--- src/rtl/bwm_pkg.sv ---
package bwm_pkg;

    // What the state registers do on the coming edge.
    typedef enum logic [1:0] {
        UPD_HOLD   = 2'd0,
        UPD_CLEAR  = 2'd1,
        UPD_STEP   = 2'd2,
        UPD_FROZEN = 2'd3
    } upd_e;

endpackage

--- src/rtl/bwm_step_sel.sv ---
module bwm_step_sel
    import bwm_pkg::*;
(
    input  logic clr_i,
    input  logic valid_i,
    input  logic sat_i,
    output upd_e upd_o
);
    // Clear wins over everything; a full counter freezes the record.
    always_comb begin
        if (clr_i)
            upd_o = UPD_CLEAR;
        else if (!valid_i)
            upd_o = UPD_HOLD;
        else if (sat_i)
            upd_o = UPD_FROZEN;
        else
            upd_o = UPD_STEP;
    end
endmodule

--- src/rtl/bwm_sum_sat.sv ---
module bwm_sum_sat #(
    parameter int SUM_W = 24
) (
    input  logic signed [SUM_W-1:0] sum_i,
    input  logic                    bit_i,
    output logic signed [SUM_W-1:0] sum_o
);
    // Symmetric limits keep the magnitude representable in SUM_W-1 bits.
    localparam logic signed [SUM_W-1:0] SUM_MAX = {1'b0, {(SUM_W-1){1'b1}}};
    localparam logic signed [SUM_W-1:0] SUM_MIN = -SUM_MAX;
    localparam logic signed [SUM_W-1:0] ONE     = {{(SUM_W-1){1'b0}}, 1'b1};

    always_comb begin
        if (bit_i)
            sum_o = (sum_i == SUM_MAX) ? sum_i : sum_i + ONE;
        else
            sum_o = (sum_i == SUM_MIN) ? sum_i : sum_i - ONE;
    end
endmodule

--- src/rtl/bwm_cnt_sat.sv ---
module bwm_cnt_sat #(
    parameter int CNT_W = 32
) (
    input  logic [CNT_W-1:0] cnt_i,
    output logic [CNT_W-1:0] cnt_o,
    output logic             full_o
);
    localparam logic [CNT_W-1:0] CNT_MAX = {CNT_W{1'b1}};
    localparam logic [CNT_W-1:0] CNT_ONE = {{(CNT_W-1){1'b0}}, 1'b1};

    always_comb begin
        if (cnt_i == CNT_MAX)
            cnt_o = cnt_i;
        else
            cnt_o = cnt_i + CNT_ONE;
        full_o = (cnt_o == CNT_MAX);
    end
endmodule

--- src/rtl/bwm_bound.sv ---
module bwm_bound #(
    parameter int SUM_W     = 24,
    parameter int CNT_W     = 32,
    parameter int MIN_COUNT = 64
) (
    input  logic signed [SUM_W-1:0] sum_i,
    input  logic [CNT_W-1:0]        cnt_i,
    output logic                    over_o
);
    localparam int SQ_W  = 2 * SUM_W;
    localparam int NIN_W = CNT_W + 4;
    localparam int CMP_W = (SQ_W > NIN_W) ? SQ_W : NIN_W;
    localparam logic [CNT_W-1:0] MIN_CNT = CNT_W'(MIN_COUNT);

    logic [SUM_W-1:0] mag;
    logic [CMP_W-1:0] mag_w;
    logic [CMP_W-1:0] cnt_w;
    logic [CMP_W-1:0] sq;
    logic [CMP_W-1:0] nine_n;

    always_comb begin
        // Saturation keeps sum_i away from the most negative code, so the
        // negated value always fits.
        mag    = sum_i[SUM_W-1] ? (~sum_i + 1'b1) : sum_i;
        mag_w  = CMP_W'(mag);
        cnt_w  = CMP_W'(cnt_i);
        sq     = mag_w * mag_w;
        nine_n = (cnt_w << 3) + cnt_w;
        over_o = (cnt_i >= MIN_CNT) && (sq >= nine_n);
    end
endmodule

--- src/rtl/bias_walk_monitor.sv ---
module bias_walk_monitor
    import bwm_pkg::*;
#(
    parameter int SUM_W     = 24,
    parameter int CNT_W     = 32,
    parameter int MIN_COUNT = 64
) (
    input  logic                    clk,
    input  logic                    rst_n,
    input  logic                    clr_i,
    input  logic                    bit_i,
    input  logic                    valid_i,
    output logic signed [SUM_W-1:0] sum_o,
    output logic [CNT_W-1:0]        count_o,
    output logic                    alarm_o,
    output logic                    sat_o
);
    typedef struct packed {
        logic signed [SUM_W-1:0] sum;
        logic [CNT_W-1:0]        cnt;
        logic                    alarm;
        logic                    sat;
    } state_t;

    state_t st_d, st_q;

    upd_e                    upd;
    logic signed [SUM_W-1:0] sum_nx;
    logic [CNT_W-1:0]        cnt_nx;
    logic                    full_nx;
    logic                    over_nx;

    bwm_step_sel u_sel (
        .clr_i   (clr_i),
        .valid_i (valid_i),
        .sat_i   (st_q.sat),
        .upd_o   (upd)
    );

    bwm_sum_sat #(.SUM_W(SUM_W)) u_sum (
        .sum_i (st_q.sum),
        .bit_i (bit_i),
        .sum_o (sum_nx)
    );

    bwm_cnt_sat #(.CNT_W(CNT_W)) u_cnt (
        .cnt_i  (st_q.cnt),
        .cnt_o  (cnt_nx),
        .full_o (full_nx)
    );

    // The bound is judged on the updated pair, so the alarm lands on the
    // same edge as the bit that caused it.
    bwm_bound #(
        .SUM_W     (SUM_W),
        .CNT_W     (CNT_W),
        .MIN_COUNT (MIN_COUNT)
    ) u_bound (
        .sum_i  (sum_nx),
        .cnt_i  (cnt_nx),
        .over_o (over_nx)
    );

    always_comb begin
        st_d = st_q;
        case (upd)
            UPD_CLEAR: begin
                st_d.sum   = '0;
                st_d.cnt   = '0;
                st_d.alarm = 1'b0;
                st_d.sat   = 1'b0;
            end
            UPD_STEP: begin
                st_d.sum   = sum_nx;
                st_d.cnt   = cnt_nx;
                st_d.sat   = full_nx;
                st_d.alarm = st_q.alarm | over_nx;
            end
            default: st_d = st_q;
        endcase
    end

    always_ff @(posedge clk or negedge rst_n) begin
        if (!rst_n)
            st_q <= '0;
        else
            st_q <= st_d;
    end

    assign sum_o   = st_q.sum;
    assign count_o = st_q.cnt;
    assign alarm_o = st_q.alarm;
    assign sat_o   = st_q.sat;
endmodule

--- config.mk ---
export PLATFORM = sky130hd
export DESIGN_NAME = bias_walk_monitor
export DESIGN_NICKNAME = d
export VERILOG_FILES = /design/src/rtl/bwm_pkg.sv /design/src/rtl/bwm_step_sel.sv /design/src/rtl/bwm_sum_sat.sv /design/src/rtl/bwm_cnt_sat.sv /design/src/rtl/bwm_bound.sv /design/src/rtl/bias_walk_monitor.sv
export SDC_FILE = /design/constraint.sdc
export NUM_CORES = 1
export LEC_CHECK = 0
export ABC_AREA = 1
export BUFFER_PORTS_ARGS = -buffer_cell sky130_fd_sc_hd__buf_2
export CAP_MARGIN = 5
export CORE_MARGIN = 2
export CORE_UTILIZATION = 60
export CTS_CLUSTER_DIAMETER = 60
export DETAILED_ROUTE_END_ITERATION = 10
export HOLD_SLACK_MARGIN = 0.15
export PLACE_DENSITY_LB_ADDON = 0.15
export SETUP_SLACK_MARGIN = 0.4
export SYNTH_ARGS = -nofsm -noshare
export SYNTH_HDL_FRONTEND = slang
export SYNTH_SLANG_ARGS = --single-unit
--- constraint.sdc ---
create_clock -name clk -period 10.6 [get_ports clk]
set_clock_uncertainty 0.15 [all_clocks]
set_input_delay 1.06 -clock clk [delete_from_list [all_inputs] [get_ports clk]]
set_output_delay 1.06 -clock clk [all_outputs]
set_load 0.1 [all_outputs]
==> impl_metrics.prom <==
# TYPE chip_impl_metric gauge
chip_impl_metric{name="number_of_flip_flops_and_latches_in_the_synthesized_netlist",unit=""} 58
chip_impl_info{name="netlist_top_cells_count",value="sky130_fd_sc_hd__inv_1 (731), sky130_fd_sc_hd__nand2_1 (588), sky130_fd_sc_hd__fa_1 (429)"} 1
chip_impl_info{name="synth_flop_cell",value="sky130_fd_sc_hd__dfrtp_1"} 1
chip_impl_metric{name="slowest_delay",unit="ns"} 0.54
chip_impl_metric{name="finalWeightedCongestion",unit=""} 0.999
chip_impl_metric{name="finalCriticalPeriod",unit="ns"} 10.03
chip_impl_metric{name="final_hold_viol_count",unit=""} 0
chip_impl_metric{name="worst_setup_hold_path_clk_slew",unit="ns"} 0.05
chip_impl_info{name="largest_area_contributor_in_the_netlist",value="sky130_fd_sc_hd__fa_1"} 1
chip_impl_metric{name="setup_tns",unit="ns"} 0
chip_impl_metric{name="worstPathRequired",unit="ns"} 10.66
chip_impl_metric{name="least_margin_pin_slew",unit="ns"} 0.858
chip_impl_metric{name="grt_remaining_overflow",unit=""} 0
chip_impl_info{name="synth_top_area_cells",value="sky130_fd_sc_hd__fa_1 (35%), sky130_fd_sc_hd__ha_1 (12%), sky130_fd_sc_hd__inv_1 (11%)"} 1
chip_impl_metric{name="cts.sink_count",unit=""} 58
chip_impl_info{name="rsz_0062_raised_after_global_routing",value="false"} 1
chip_impl_info{name="cts_tree",value="built"} 1
chip_impl_info{name="endpoint_kind",value="register"} 1
chip_impl_metric{name="worstSkewPairLatency",unit="ns"} 0.33
chip_impl_metric{name="firstDrtPassIters",unit=""} 6
chip_impl_metric{name="multi_input_comb_area",unit="µm²"} 21200
chip_impl_metric{name="synth.yosys.seq_area_share",unit="%"} 5.95
chip_impl_metric{name="core",unit="µm²"} 39900
chip_impl_metric{name="die_width",unit="µm"} 206
chip_impl_info{name="critical_path.most_common_cell",value="sky130_fd_sc_hd__nand2_1"} 1
chip_impl_info{name="worstSetupPathType",value="reg -> reg"} 1
chip_impl_metric{name="stdcell_area",unit="µm²"} 28700
chip_impl_metric{name="cts_htree_levels",unit=""} 3
chip_impl_metric{name="placement_rows",unit=""} 73
chip_impl_metric{name="netlist_area",unit="µm²"} 24400
chip_impl_metric{name="final_max_slew_viol_count",unit=""} 0
chip_impl_metric{name="grt_pass1_vias",unit=""} 22900
chip_impl_info{name="status",value="finished, final reports clean"} 1
chip_impl_metric{name="post_synth_inst_count",unit=""} 3243
chip_impl_metric{name="wire_length_of_the_first_global_routing_pass",unit="µm"} 120000
chip_impl_metric{name="floorplan.io_pins",unit=""} 63
chip_impl_info{name="crit_end",value="alarm_o"} 1
chip_impl_metric{name="cts_inserted_buffers",unit=""} 9
chip_impl_metric{name="slew_headroom",unit="%"} 42.3
chip_impl_metric{name="r2r_cells",unit=""} 48
chip_impl_metric{name="grt_use_total",unit="%"} 36.8
chip_impl_metric{name="final.period_utilization",unit="%"} 94.6
chip_impl_metric{name="max_freq",unit="GHz"} 0.0997
chip_impl_info{name="kind_of_path_behind_the_tightest_hold_check",value="reg -> reg"} 1
chip_impl_metric{name="max_cap_viol_count",unit=""} 0
chip_impl_metric{name="route.vias.total",unit=""} 22900
chip_impl_metric{name="antenna_fix_cells",unit=""} 0
chip_impl_info{name="synth_most_common_cell",value="sky130_fd_sc_hd__inv_1"} 1
chip_impl_metric{name="seqCellArea",unit="µm²"} 1480
chip_impl_info{name="clk_root_buffer_cell",value="sky130_fd_sc_hd__clkbuf_16"} 1
chip_impl_metric{name="drc_errors",unit=""} 0
chip_impl_metric{name="total_routed_length",unit="µm"} 79200
chip_impl_metric{name="yosys_warnings",unit=""} 0
chip_impl_metric{name="synthDistinctLibCells",unit=""} 52
chip_impl_metric{name="synthDominantCellAreaShare",unit="%"} 35.2
chip_impl_metric{name="post-dp-hpwl",unit="µm"} 63700
chip_impl_info{name="worstReg2RegEnd",value="alarm_o"} 1
chip_impl_metric{name="drt_iter0_markers",unit=""} 2021
chip_impl_metric{name="design.die.area",unit="µm²"} 42300
chip_impl_metric{name="floorplan.initialDensity",unit="%"} 61.2
chip_impl_metric{name="placement.cell_area",unit="µm²"} 26100
chip_impl_metric{name="drt-wirelength-per-cell",unit="µm"} 19.8
chip_impl_metric{name="number_of_synthesized_flops_with_an_enable_pin",unit=""} 0
chip_impl_info{name="cp_slowest_cell",value="sky130_fd_sc_hd__fa_1"} 1
chip_impl_metric{name="grt_max_degree",unit=""} 59
chip_impl_metric{name="num-nets-final",unit=""} 4145
chip_impl_metric{name="timing.final.setup_violations",unit=""} 0
chip_impl_metric{name="grt_antenna_before_repair",unit=""} 0
chip_impl_metric{name="io_buffer_count",unit=""} 62
chip_impl_metric{name="regToRegSetupSlack",unit="ns"} 0.57
chip_impl_metric{name="synthArstFlopShare",unit="%"} 100
chip_impl_metric{name="routed_via_density",unit=""} 5.72
chip_impl_metric{name="chipHeight",unit="µm"} 206
chip_impl_metric{name="clockBufferDepth",unit=""} 2
chip_impl_metric{name="final_layout_size_suffix_gt1_share",unit="%"} 18.2
chip_impl_metric{name="synthesis.area_per_instance",unit="µm²"} 7.53
chip_impl_metric{name="critPathMaxFanout",unit=""} 12
chip_impl_metric{name="ant_nets",unit=""} 0
chip_impl_info{name="reg2reg_from",value="sum_o[1]"} 1
chip_impl_metric{name="synthToLayoutAreaGrowth",unit="%"} 17.7
chip_impl_info{name="start_kind",value="register"} 1
chip_impl_info{name="worstSetupStartpoint",value="sum_o[1]"} 1
chip_impl_metric{name="fillerInstances",unit=""} 3176
chip_impl_metric{name="worstPathArrival",unit="ns"} 10.09
## metal layers
metal  global-route usage, %  share of wire [%]
met1                    49.5                 40
met2                    61.3                 48
met3                    5.50                8.2
met5                       0                  0
met4                    11.9                4.2
## worst max-delay path: cells and delay by family (launching register included)
kind            cells  cell delay, ns
simple gates       17            2.19
fa+ha+maj           9            3.90
buf+inv            11            1.53
xor+xnor            2            0.54
flops               1            0.51
compound gates      9            1.04
## metrics by stage
stage               util [%]  setup WS [ns]  instances  hold WS, ns
floorplan                  -          0.512       3260        0.614
global placement        65.5        -0.0957       3899        0.381
detailed placement      65.5        -0.0603       3899        0.389
CTS                     66.9          0.402       3921        0.401
global route            72.0          0.290       4000        0.434
finish                  72.0          0.574       4000        0.399
## flip-flops by register name (all words and copies together), names as in the netlist
name     cells
count_o     32
sum_o       24
alarm_o      1
sat_o        1
## timing repair
item | 4_1_cts | 5_1_grt
pin swaps | 6 | 155
hold endpoints to repair | 0 | 0
hold buffers | 0 | 0
setup buffers | 6 | 74
endpoints found under the setup margin | 1 | 1
gates resized for setup | 53 | 372
gates cloned | 0 | 5
## layout make-up
cell class,instances,area share (%)
sequential,58,5.16
clock inverter,1,0.0261
multi-input combinational,2379,73.8
inverter,754,10.1
tap,525,2.29
clock buffer,15,0.967
timing repair buffer,268,7.67
## worst min-delay path by stage
stage	start	end	slack, ns	depth (start not counted)
3_3_place_gp	sat_o	sat_o	0.38	2
2_1_floorplan	rst_n	alarm_o	0.61	0
3_5_place_dp	sat_o	sat_o	0.39	2
4_1_cts	sat_o	sat_o	0.40	2
6_report	sat_o	sat_o	0.40	2
5_1_grt	alarm_o	alarm_o	0.43	2
## cells in the final DEF (no fill, tap or decap), drive strengths merged, types with 6 or more instances in the layout
| master | netlist | final |
|---|---|---|
| a211oi | 6 | 6 |
| a21boi | 6 | 6 |
| a21oi | 109 | 109 |
| a31oi | 7 | 7 |
| buf | 39 | 264 |
| clkbuf | 31 | 19 |
| conb | 2 | 19 |
| dfrtp | 58 | 58 |
| fa | 429 | 429 |
| ha | 241 | 241 |
| inv | 752 | 749 |
| nand2 | 605 | 606 |
| nand3 | 129 | 129 |
| nand4 | 44 | 44 |
| nor2 | 421 | 421 |
| nor3 | 41 | 41 |
| nor4 | 15 | 15 |
| o21a | 6 | 6 |
| o21ai | 95 | 95 |
| o21bai | 15 | 15 |
| o22ai | 33 | 33 |
| xnor2 | 36 | 36 |
| xor2 | 87 | 87 |
## kinds of logic (layout without fill, tap and decap cells)
group,Yosys count,in the layout,share of synthesized area [%]
xor+xnor,123,123,4.52
simple gates,1270,1271,22.0
flops,58,58,5.95
buf+inv,824,1038,13.1
fa+ha+maj,670,670,47.5
other cells,2,19,0.0308
compound gates,296,296,6.88
Power is not shown: default switching activity piles up to over one toggle a cycle in this logic, so the estimate is an artifact.
